--- config.mk ---
export PLATFORM = sky130hd
export DESIGN_NAME = edge_sample_counter
export DESIGN_NICKNAME = d
export VERILOG_FILES = /design/src/rtl/esc_pkg.sv /design/src/rtl/esc_edge_detect.sv /design/src/rtl/esc_counter.sv /design/src/rtl/esc_fifo.sv /design/src/rtl/edge_sample_counter.sv
export SDC_FILE = /design/constraint.sdc
export NUM_CORES = 1
export LEC_CHECK = 0
export BUFFER_PORTS_ARGS = -buffer_cell sky130_fd_sc_hd__clkbuf_2
export CAP_MARGIN = 30
export CELL_PAD_IN_SITES_DETAIL_PLACEMENT = 2
export CELL_PAD_IN_SITES_GLOBAL_PLACEMENT = 2
export CORE_AREA = 2 2 237 239
export DETAILED_ROUTE_END_ITERATION = 10
export DIE_AREA = 0 0 239 241
export PLACE_DENSITY_LB_ADDON = 0.1
export SLEW_MARGIN = 20
export SYNTH_ARGS = -nofsm -noshare
export SYNTH_HDL_FRONTEND = slang
export SYNTH_SLANG_ARGS = --single-unit
--- constraint.sdc ---
create_clock -name clk -period 9.3 [get_ports clk]
set_input_delay 0.465 -clock clk [delete_from_list [all_inputs] [get_ports clk]]
set_output_delay 0.465 -clock clk [all_outputs]
set_load 0.01 [all_outputs]
--- src/rtl/esc_pkg.sv ---
package esc_pkg;
  typedef enum logic [1:0] {
    DIR_UP     = 2'd0,
    DIR_DOWN   = 2'd1,
    DIR_AUX    = 2'd2,
    DIR_UP_ALT = 2'd3
  } dir_mode_e;

  localparam int unsigned CNT_W_DEF = 32;
  localparam int unsigned DEPTH_DEF = 16;
endpackage

--- src/rtl/esc_edge_detect.sv ---
// Two-flop synchronizer per lane plus a history flop for edge detection.
module esc_edge_detect #(
  parameter int unsigned LANES  = 3,
  parameter int unsigned STAGES = 2
) (
  input  logic             clk,
  input  logic             rst_n,
  input  logic [LANES-1:0] async_i,
  output logic [LANES-1:0] level_o,
  output logic [LANES-1:0] rise_o,
  output logic [LANES-1:0] fall_o
);
  for (genvar g = 0; g < LANES; g++) begin : g_lane
    logic [STAGES-1:0] sync_q;
    logic              prev_q;

    always_ff @(posedge clk or negedge rst_n) begin
      if (!rst_n) begin
        sync_q <= '0;
        prev_q <= 1'b0;
      end else begin
        sync_q <= {sync_q[STAGES-2:0], async_i[g]};
        prev_q <= sync_q[STAGES-1];
      end
    end

    assign level_o[g] = sync_q[STAGES-1];
    assign rise_o[g]  = sync_q[STAGES-1] & ~prev_q;
    assign fall_o[g]  = ~sync_q[STAGES-1] & prev_q;
  end
endmodule

--- src/rtl/esc_counter.sv ---
// Up/down counter with arm/disarm control and sample capture.
module esc_counter
  import esc_pkg::*;
#(
  parameter int unsigned CNT_W = CNT_W_DEF
) (
  input  logic             clk,
  input  logic             rst_n,
  input  logic             arm_i,
  input  logic             disarm_i,
  input  dir_mode_e        mode_i,
  input  logic             aux_lvl_i,
  input  logic             src_edge_i,
  input  logic             smp_edge_i,
  output logic             armed_o,
  output logic             push_o,
  output logic [CNT_W-1:0] push_data_o
);
  logic [CNT_W-1:0] count_q;
  logic [CNT_W-1:0] count_step;
  logic             armed_q;
  logic             step_up;
  logic             live;

  always_comb begin
    unique case (mode_i)
      DIR_DOWN: step_up = 1'b0;
      DIR_AUX:  step_up = aux_lvl_i;
      default:  step_up = 1'b1;
    endcase
  end

  assign count_step = step_up ? count_q + CNT_W'(1) : count_q - CNT_W'(1);
  assign live       = armed_q && !arm_i && !disarm_i;

  always_ff @(posedge clk or negedge rst_n) begin
    if (!rst_n) begin
      count_q <= '0;
      armed_q <= 1'b0;
    end else if (arm_i) begin
      count_q <= '0;
      armed_q <= 1'b1;
    end else if (disarm_i) begin
      armed_q <= 1'b0;
    end else if (armed_q && src_edge_i) begin
      count_q <= count_step;
    end
  end

  assign armed_o     = armed_q;
  assign push_o      = live && smp_edge_i;
  assign push_data_o = src_edge_i ? count_step : count_q;
endmodule

--- src/rtl/esc_fifo.sv ---
// Show-ahead FIFO with valid/ready read side.
module esc_fifo #(
  parameter int unsigned WIDTH = 32,
  parameter int unsigned DEPTH = 16
) (
  input  logic             clk,
  input  logic             rst_n,
  input  logic             wr_en_i,
  input  logic [WIDTH-1:0] wr_data_i,
  output logic             full_o,
  output logic             rd_valid_o,
  input  logic             rd_ready_i,
  output logic [WIDTH-1:0] rd_data_o,
  output logic [$clog2(DEPTH):0] level_o
);
  localparam int unsigned AW = $clog2(DEPTH);

  logic [WIDTH-1:0] mem_q [DEPTH];
  logic [AW-1:0]    wr_ptr_q, rd_ptr_q;
  logic [AW:0]      level_q;
  logic             do_wr, do_rd;

  assign full_o     = (level_q == (AW+1)'(DEPTH));
  assign rd_valid_o = (level_q != '0);
  assign do_wr      = wr_en_i && !full_o;
  assign do_rd      = rd_valid_o && rd_ready_i;
  assign rd_data_o  = mem_q[rd_ptr_q];
  assign level_o    = level_q;

  always_ff @(posedge clk) begin
    if (do_wr) mem_q[wr_ptr_q] <= wr_data_i;
  end

  always_ff @(posedge clk or negedge rst_n) begin
    if (!rst_n) begin
      wr_ptr_q <= '0;
      rd_ptr_q <= '0;
      level_q  <= '0;
    end else begin
      if (do_wr) wr_ptr_q <= wr_ptr_q + AW'(1);
      if (do_rd) rd_ptr_q <= rd_ptr_q + AW'(1);
      unique case ({do_wr, do_rd})
        2'b10:   level_q <= level_q + (AW+1)'(1);
        2'b01:   level_q <= level_q - (AW+1)'(1);
        default: level_q <= level_q;
      endcase
    end
  end
endmodule

--- src/rtl/edge_sample_counter.sv ---
module edge_sample_counter
  import esc_pkg::*;
#(
  parameter int unsigned CNT_W = CNT_W_DEF,
  parameter int unsigned DEPTH = DEPTH_DEF
) (
  input  logic             clk,
  input  logic             rst_n,
  input  logic             arm_i,
  input  logic             disarm_i,
  input  logic             sample_on_fall_i,
  input  logic [1:0]       dir_mode_i,
  input  logic             src_i,
  input  logic             smp_i,
  input  logic             aux_dir_i,
  output logic             out_valid_o,
  input  logic             out_ready_i,
  output logic [CNT_W-1:0] out_data_o,
  output logic             overflow_o
);
  localparam int unsigned LW = $clog2(DEPTH) + 1;
  localparam int unsigned L_SRC = 0, L_SMP = 1, L_AUX = 2;

  logic [2:0]       lvl, rise, fall;
  logic             smp_edge, armed, push, full, ovf_q;
  logic [CNT_W-1:0] push_data;
  logic [LW-1:0]    level;

  esc_edge_detect #(.LANES(3), .STAGES(2)) u_edges (
    .clk     (clk),
    .rst_n   (rst_n),
    .async_i ({aux_dir_i, smp_i, src_i}),
    .level_o (lvl),
    .rise_o  (rise),
    .fall_o  (fall)
  );

  assign smp_edge = sample_on_fall_i ? fall[L_SMP] : rise[L_SMP];

  esc_counter #(.CNT_W(CNT_W)) u_cnt (
    .clk         (clk),
    .rst_n       (rst_n),
    .arm_i       (arm_i),
    .disarm_i    (disarm_i),
    .mode_i      (dir_mode_e'(dir_mode_i)),
    .aux_lvl_i   (lvl[L_AUX]),
    .src_edge_i  (rise[L_SRC]),
    .smp_edge_i  (smp_edge),
    .armed_o     (armed),
    .push_o      (push),
    .push_data_o (push_data)
  );

  esc_fifo #(.WIDTH(CNT_W), .DEPTH(DEPTH)) u_fifo (
    .clk        (clk),
    .rst_n      (rst_n),
    .wr_en_i    (push),
    .wr_data_i  (push_data),
    .full_o     (full),
    .rd_valid_o (out_valid_o),
    .rd_ready_i (out_ready_i),
    .rd_data_o  (out_data_o),
    .level_o    (level)
  );

  always_ff @(posedge clk or negedge rst_n) begin
    if (!rst_n)            ovf_q <= 1'b0;
    else if (arm_i)        ovf_q <= 1'b0;
    else if (push && full) ovf_q <= 1'b1;
  end

  assign overflow_o = ovf_q;
endmodule

==> metrics.txt, run 1 <==
outcome complete, no violations; syn nets 1,337; FF+latch area 0.0168 mm^2; clock latency on the worst-skew pair 0.64 ns; Crit path required time 8.84 ns; clock share of power 0.316; Fin. Hold Viols 0; most common cell after layout, fill and taps aside edfxtp_1; post-synth top area cell edfxtp_1; CTS tree built; clock sinks 567; Final ANT Viol Nets 0; Starting Density 0.436; sequential group share of total power 0.425; Slew Limit Fails 0; Cell Pwr Density 260 mW/mm^2; Tmin final 4.55 ns; switching power 2.02 mW; Worst-path clk slew 0.06 ns; DRT iter0 DRCs 780; area delta synth->final 13.3%; Critical Path Source Type flop; Die Y 241 um; async set or reset register ratio after synthesis 0.0970; critical-path cell list buf_4 -> buf_4 -> mux4_2 -> mux4_2 -> clkbuf_2; Main synth FF type edfxtp_1; Yosys top cell area share 0.643; I/O pins 45; GRT Util Overall 0.241; placed cells 2,017; first-pass GRT wire length 100 mm; cells after synthesis 1,314; share of post-route cells with drive strength above 1 0.274; full die area 0.0576 mm^2; Site Rows 86; final std cells w/o fill 2,128; Syn. warnings 0; setup_tns 0 ns; Root Buffer clkbuf_16; Tightest Pin Transition 0.952 ns; flops & latches, synth 567; Post-synth EDFFs 512; Core ar. 0.0549 mm^2; RSZ-0062 raised after global routing no; Die X-Extent 239 um; critical path's largest stage delay 0.79 ns; final worst-path cycle share 0.489; # setup viols final 0; Seq/Total Area, Yosys 0.701; Yosys cell types 79; fillcell total 4,960; utilization after layout 0.494; clock tree buffer depth 3; hold-fix buffer count after cts 3; vias in the first global route 14.4k; number of antenna violations at the first check in global routing 0; DR vias 13.1k; Synth Cell Area 0.0239 mm^2; global placement routability congestion 0.834; CP Data Arrival Time 4.09 ns; Synth area leaders edfxtp_1 (64%), mux4_2 (15%), dfrtp_1 (5.8%); dpl hpwl 39.2 mm; DR WL/cell 31.8 um; drt first pass iters 4; Crit Path Max Fanout 57; largest net degree at the start of global routing 58; DR vias/cell 6.14; most frequent cells in the layout edfxtp_1 (512), mux4_2 (160), clkbuf_16 (60); slew margin rel. 0.362; Post-Route WL 67.7 mm; CP delay by family, top buffers and inverters; Sw Ratio 0.287; H-tree levels 2; WS Path Type flop to primary output; cell internal pwr 5.03 mW; Leak 8.98 nW; Fmax 220 MHz; final net count 1,402; Comb pwr share 0.260; syn_area_per_cell 18.2 um^2; critical path's slowest cell buf_4; GR Overflow Total 0; critical path capture point type primary output; Worst VDD drop 165 uV; final hold slack 0.00467 ns; number of antenna diodes 0; post-CTS setup buffer count 0; drc violations 0; Max Cap Violations 0; clock buffer count from CTS 59; worst hold path type input port to async pin; area of the multi-input gates 0.00694 mm^2; worst path bufs/invs 3; quantity of I/O buffers inserted on ports 44; Post-Route Skew 0.0282 ns; # resized after CTS 0
[power groups by stage]
stage               sequential [mW]  clock [mW]  combinational, mW
global placement               3.05           0               1.79
CTS                            3.00        2.29               1.88
finish                         3.00        2.23               1.83
floorplan                      2.92           0               1.36
global route                   3.02        2.35               1.97
detailed placement             3.05           0               1.87
[area by class of cell]
| type | count | area share |
|---|---|---|
| clock buffers | 82 | 0.0588 |
| inverters | 11 | 0.00152 |
| well taps | 704 | 0.0325 |
| flip-flops and latches | 567 | 0.619 |
| clock inverters | 24 | 0.00744 |
| multi-input cells | 642 | 0.256 |
| repair buffers | 98 | 0.0249 |
[routing by layer]
layer,wire length [um],track usage,share of wire
met5,0,0,0
met4,1280,0.0591,0.019
met3,2390,0.0297,0.035
met2,33500,0.404,0.50
met1,30500,0.340,0.45
[cell usage after synthesis (6+ instances only)]
cell type  count
dfrtp_1       55
xnor2_1       29
nor2b_1        9
ha_1          11
and2_1         6
nor3_1        25
nand3_1       21
or3_1         17
buf_2          9
nand2_1       46
a31oi_1        6
xor2_1        23
a21o_1         6
and3_1         6
inv_1         10
mux4_2       160
clkbuf_1      61
mux2_2        11
mux2i_1        8
nand2b_1       7
nor4_1        13
o21ai_0       26
nand4_1       24
a21oi_1       31
buf_1         22
nor2_1        68
or4_1          6
edfxtp_1     512
[per-stage QoR]
stage | cell area, um^2 | setup WS [ns] | total power [mW]
after floorplan | 23900 | 5.07 | 4.28
after global placement | 25100 | 4.89 | 4.84
after detailed placement | 25200 | 4.55 | 4.92
after CTS | 27000 | 4.68 | 7.16
after global routing | 27100 | 4.58 | 7.34
final | 27100 | 4.75 | 7.06
[logic make-up after synthesis]
| logic type | synth area share |
|---|---|
| DFF | 0.701 |
| and+or+nand+nor | 0.0600 |
| muxes | 0.159 |
| AOI/OAI and AO/OA | 0.0373 |
| buffers and inverters | 0.0172 |
| xor gates and xnor gates | 0.0190 |
| adders and majority gates | 0.00659 |
[worst paths after layout]
path / slack, ns / end / start / cells after the start
worst max-delay path: 4.75 / out_data_o[26] / u_fifo.rd_ptr_q[1] / 5
worst min-delay path: 0.005 / u_edges.g_lane[2].sync_q[1] / rst_n / 2
worst max register to register: 5.00 / u_fifo.mem_q[3][30] / u_edges.g_lane[2].sync_q[1] / 12
worst min register to register: 0.35 / u_edges.g_lane[2].sync_q[1] / u_edges.g_lane[2].sync_q[0] / 0
max in group asynchronous: 8.63 / u_fifo.rd_ptr_q[1] / rst_n / 2
min in group clk: 0.26 / u_cnt.armed_o / disarm_i / 3
[sequential cells by signal (all words and copies together), names as in the netlist]
name and cells:
u_edges.g_lane.prev_q 2, u_fifo.mem_q 512, u_edges.g_lane.sync_q 6, u_cnt.count_q 32, overflow_o 1, u_fifo.rd_ptr_q 4
u_fifo.wr_ptr_q 4, u_cnt.armed_o 1, u_fifo.level_o 5
Power figures use the tool's default switching activity.
==> inputs of run 2 (changes only) <==
Clock period 9.3 ns to 4.2 ns, I/O delays scaled along.
==> metrics.txt, run 2 (synthesized netlist as in run 1, its figures left out) <==
FF-to-FF path depth 12 (unchanged); Critical Path Source Type flop; quantity of I/O buffers inserted on ports 44 (unchanged); outcome complete, no violations; H-tree levels 2 (unchanged); number of antenna violations at the first check in global routing 1 (+1); post-CTS setup buffer count 0 (unchanged); share of post-route cells with drive strength above 1 0.289 (+0.0156); hold path start out_ready_i; DRT iter0 DRCs 1,182 (+52%); vias in the first global route 14.6k (+2.0%); DR vias/cell 6.19 (+0.83%); GRT Util Overall 0.257 (+0.0159); Sw Ratio 0.302 (+0.0150); fillcell total 4,940 (-0.40%); largest net degree at the start of global routing 47 (-19%); full die area 0.0576 mm^2 (unchanged); most common cell after layout, fill and taps aside edfxtp_1; Fin. Hold Viols 0 (unchanged); Post-Route Skew 0.0401 ns (+0.0118 ns); drc violations 0 (unchanged); DR vias 13.4k (+2.4%); dpl hpwl 45.5 mm (+16%); biggest regs u_fifo.mem_q: 512 flops, u_cnt.count_q: 32 flops, u_edges.g_lane.sync_q: 6 flops; RR Startpoint u_edges.g_lane[2].sync_q[1]; Post-Route WL 72.2 mm (+6.8%); Max Cap Violations 0 (unchanged); cell internal pwr 11.2 mW (+120%); DR WL/cell 33.4 um (+5.1%); sequential group share of total power 0.421 (-0.004); Worst-path clk slew 0.06 ns (about the same); Core ar. 0.0549 mm^2 (unchanged); final net count 1,435 (+2.4%); WS Path Type flop to primary output; number of antenna diodes 0 (unchanged); Crit path required time 3.99 ns (-4.85 ns); critical path capture point type primary output; final worst-path cycle share 0.813; fin area 0.0274 mm^2 (+1.1%); area delta synth->final 14.5%; Placed Area 0.0255 mm^2 (+1.1%); utilization after layout 0.499 (+0.00520); Cell Pwr Density 584 mW/mm^2 (+120%); CTS tree built; setup_tns 0 ns (unchanged); Leak 9.16 nW (+2.0%); Starting Density 0.436 (unchanged); clock buffer count from CTS 58 (-1.7%); clock sinks 567 (unchanged); global placement routability congestion 0.856 (+2.7%); clock share of power 0.310 (-0.006); critical-path cell list buf_4 -> mux4_2 -> mux4_2 -> clkbuf_2; Tightest Pin Transition 0.924 ns (-0.0280 ns); Slew Limit Fails 0 (unchanged); Die X-Extent 239 um (unchanged); Final ANT Viol Nets 0 (unchanged); Most Frequent Cell on Critical Path mux4_2; Reg with most FFs u_fifo.mem_q; clock latency on the worst-skew pair 0.64 ns (about the same); CP Data Arrival Time 3.21 ns (-0.88 ns); Root Buffer clkbuf_16; slew margin rel. 0.384 (+0.0218); Worst VDD drop 305 uV (+84%); r2r endpoint u_fifo.mem_q[1][31]; I/O pins 45 (unchanged); critical path's largest stage delay 0.86 ns (+0.07 ns); # setup viols final 0 (unchanged); Tmin final 3.42 ns; clock tree buffer depth 3 (unchanged); most frequent cells in the layout edfxtp_1 (512), mux4_2 (160), buf_4 (73); worst hold path type input port to flop; first-pass GRT wire length 105 mm (+5.2%); GR Overflow Total 0 (unchanged); max FFs per register 512 (unchanged); crit path launch u_fifo.rd_ptr_q[1]; RSZ-0062 raised after global routing no; Fmax 293 MHz; CP endpoint out_data_o[14]; Reg2Reg Setup Slack 0.82 ns (-4.18 ns); Die Y 241 um (unchanged); switching power 4.82 mW (+140%); drt first pass iters 5 (+1); critical path's slowest cell dfrtp_4; Crit Path Max Fanout 39 (-32%); Site Rows 86 (unchanged); Comb pwr share 0.269 (+0.009)
[run 2: cell types whose count changed in the layout (fill, tap and decap cells not counted), sizes merged]
cell	before	now
buf	52	83
inv	13	12
bufinv	2	3
clkbuf	125	111
clkinv	20	34
dlygate4sd3	3	6
[run 2: timing repair]
action / in CTS / in global routing
endpoints found under the hold margin: 34 / 0
resized for setup: 0 / 0
hold buffers: 6 / 0
[run 2: worst min path at each step]
stage | endpoint | depth (start not counted)
2_1_floorplan | overflow_o | 0
3_3_place_gp | u_edges.g_lane[0].sync_q[0] | 1
3_5_place_dp | u_edges.g_lane[0].sync_q[0] | 1
4_1_cts | u_fifo.rd_ptr_q[0] | 3
5_1_grt | u_fifo.rd_ptr_q[0] | 3
6_report | u_fifo.rd_ptr_q[0] | 3
[run 2: metrics by stage]
step	std cells	hold WS, ns	setup slack (ns)	total power, mW
floorplan	1314	-0.0856	0.0775	9.48
global placement	2049	0.321	0.727	11.1
detailed placement	2049	0.321	0.426	11.2
CTS	2161	0.0301	0.284	16.2
global route	2162	0.0672	0.549	16.6
finish	2162	0.0446	0.784	16.0
[run 2: area by class of cell]
cell class | count | area [um^2] | area share
flip-flops and latches | 567 | 16800 | 0.612
multi-input cells | 642 | 6890 | 0.252
clock buffers | 68 | 1510 | 0.0552
repair buffers | 132 | 1000 | 0.0365
well taps | 704 | 881 | 0.0322
clock inverters | 38 | 290 | 0.0106
inverters | 11 | 41.3 | 0.00151
[run 2: power by group through the flow]
| stage | Combinational [mW] | Sequential [mW] | Clock [mW] |
|---|---|---|---|
| after floorplan | 3.01 | 6.47 | 0 |
| after global placement | 4.25 | 6.84 | 0 |
| after detailed placement | 4.34 | 6.85 | 0 |
| after CTS | 4.38 | 6.73 | 5.07 |
| after global routing | 4.61 | 6.76 | 5.23 |
| final | 4.29 | 6.73 | 4.96 |
[run 2: layer usage]
| layer | up-vias | routed length (um) | global-route usage |
|---|---|---|---|
| met1 | 7363 | 31200 | 0.356 |
| li1 | 5549 | - | - |
| met5 | - | 0 | 0 |
| met3 | 99 | 3380 | 0.0400 |
| met2 | 366 | 35800 | 0.428 |
| met4 | 0 | 1840 | 0.0703 |
[run 2: critical path: cells and delay by family (launching register included)]
| kind | cells | cell delay [ns] |
|---|---|---|
| DFF | 1 | 0.86 |
| muxes | 2 | 0.97 |
| buffers and inverters | 2 | 0.69 |
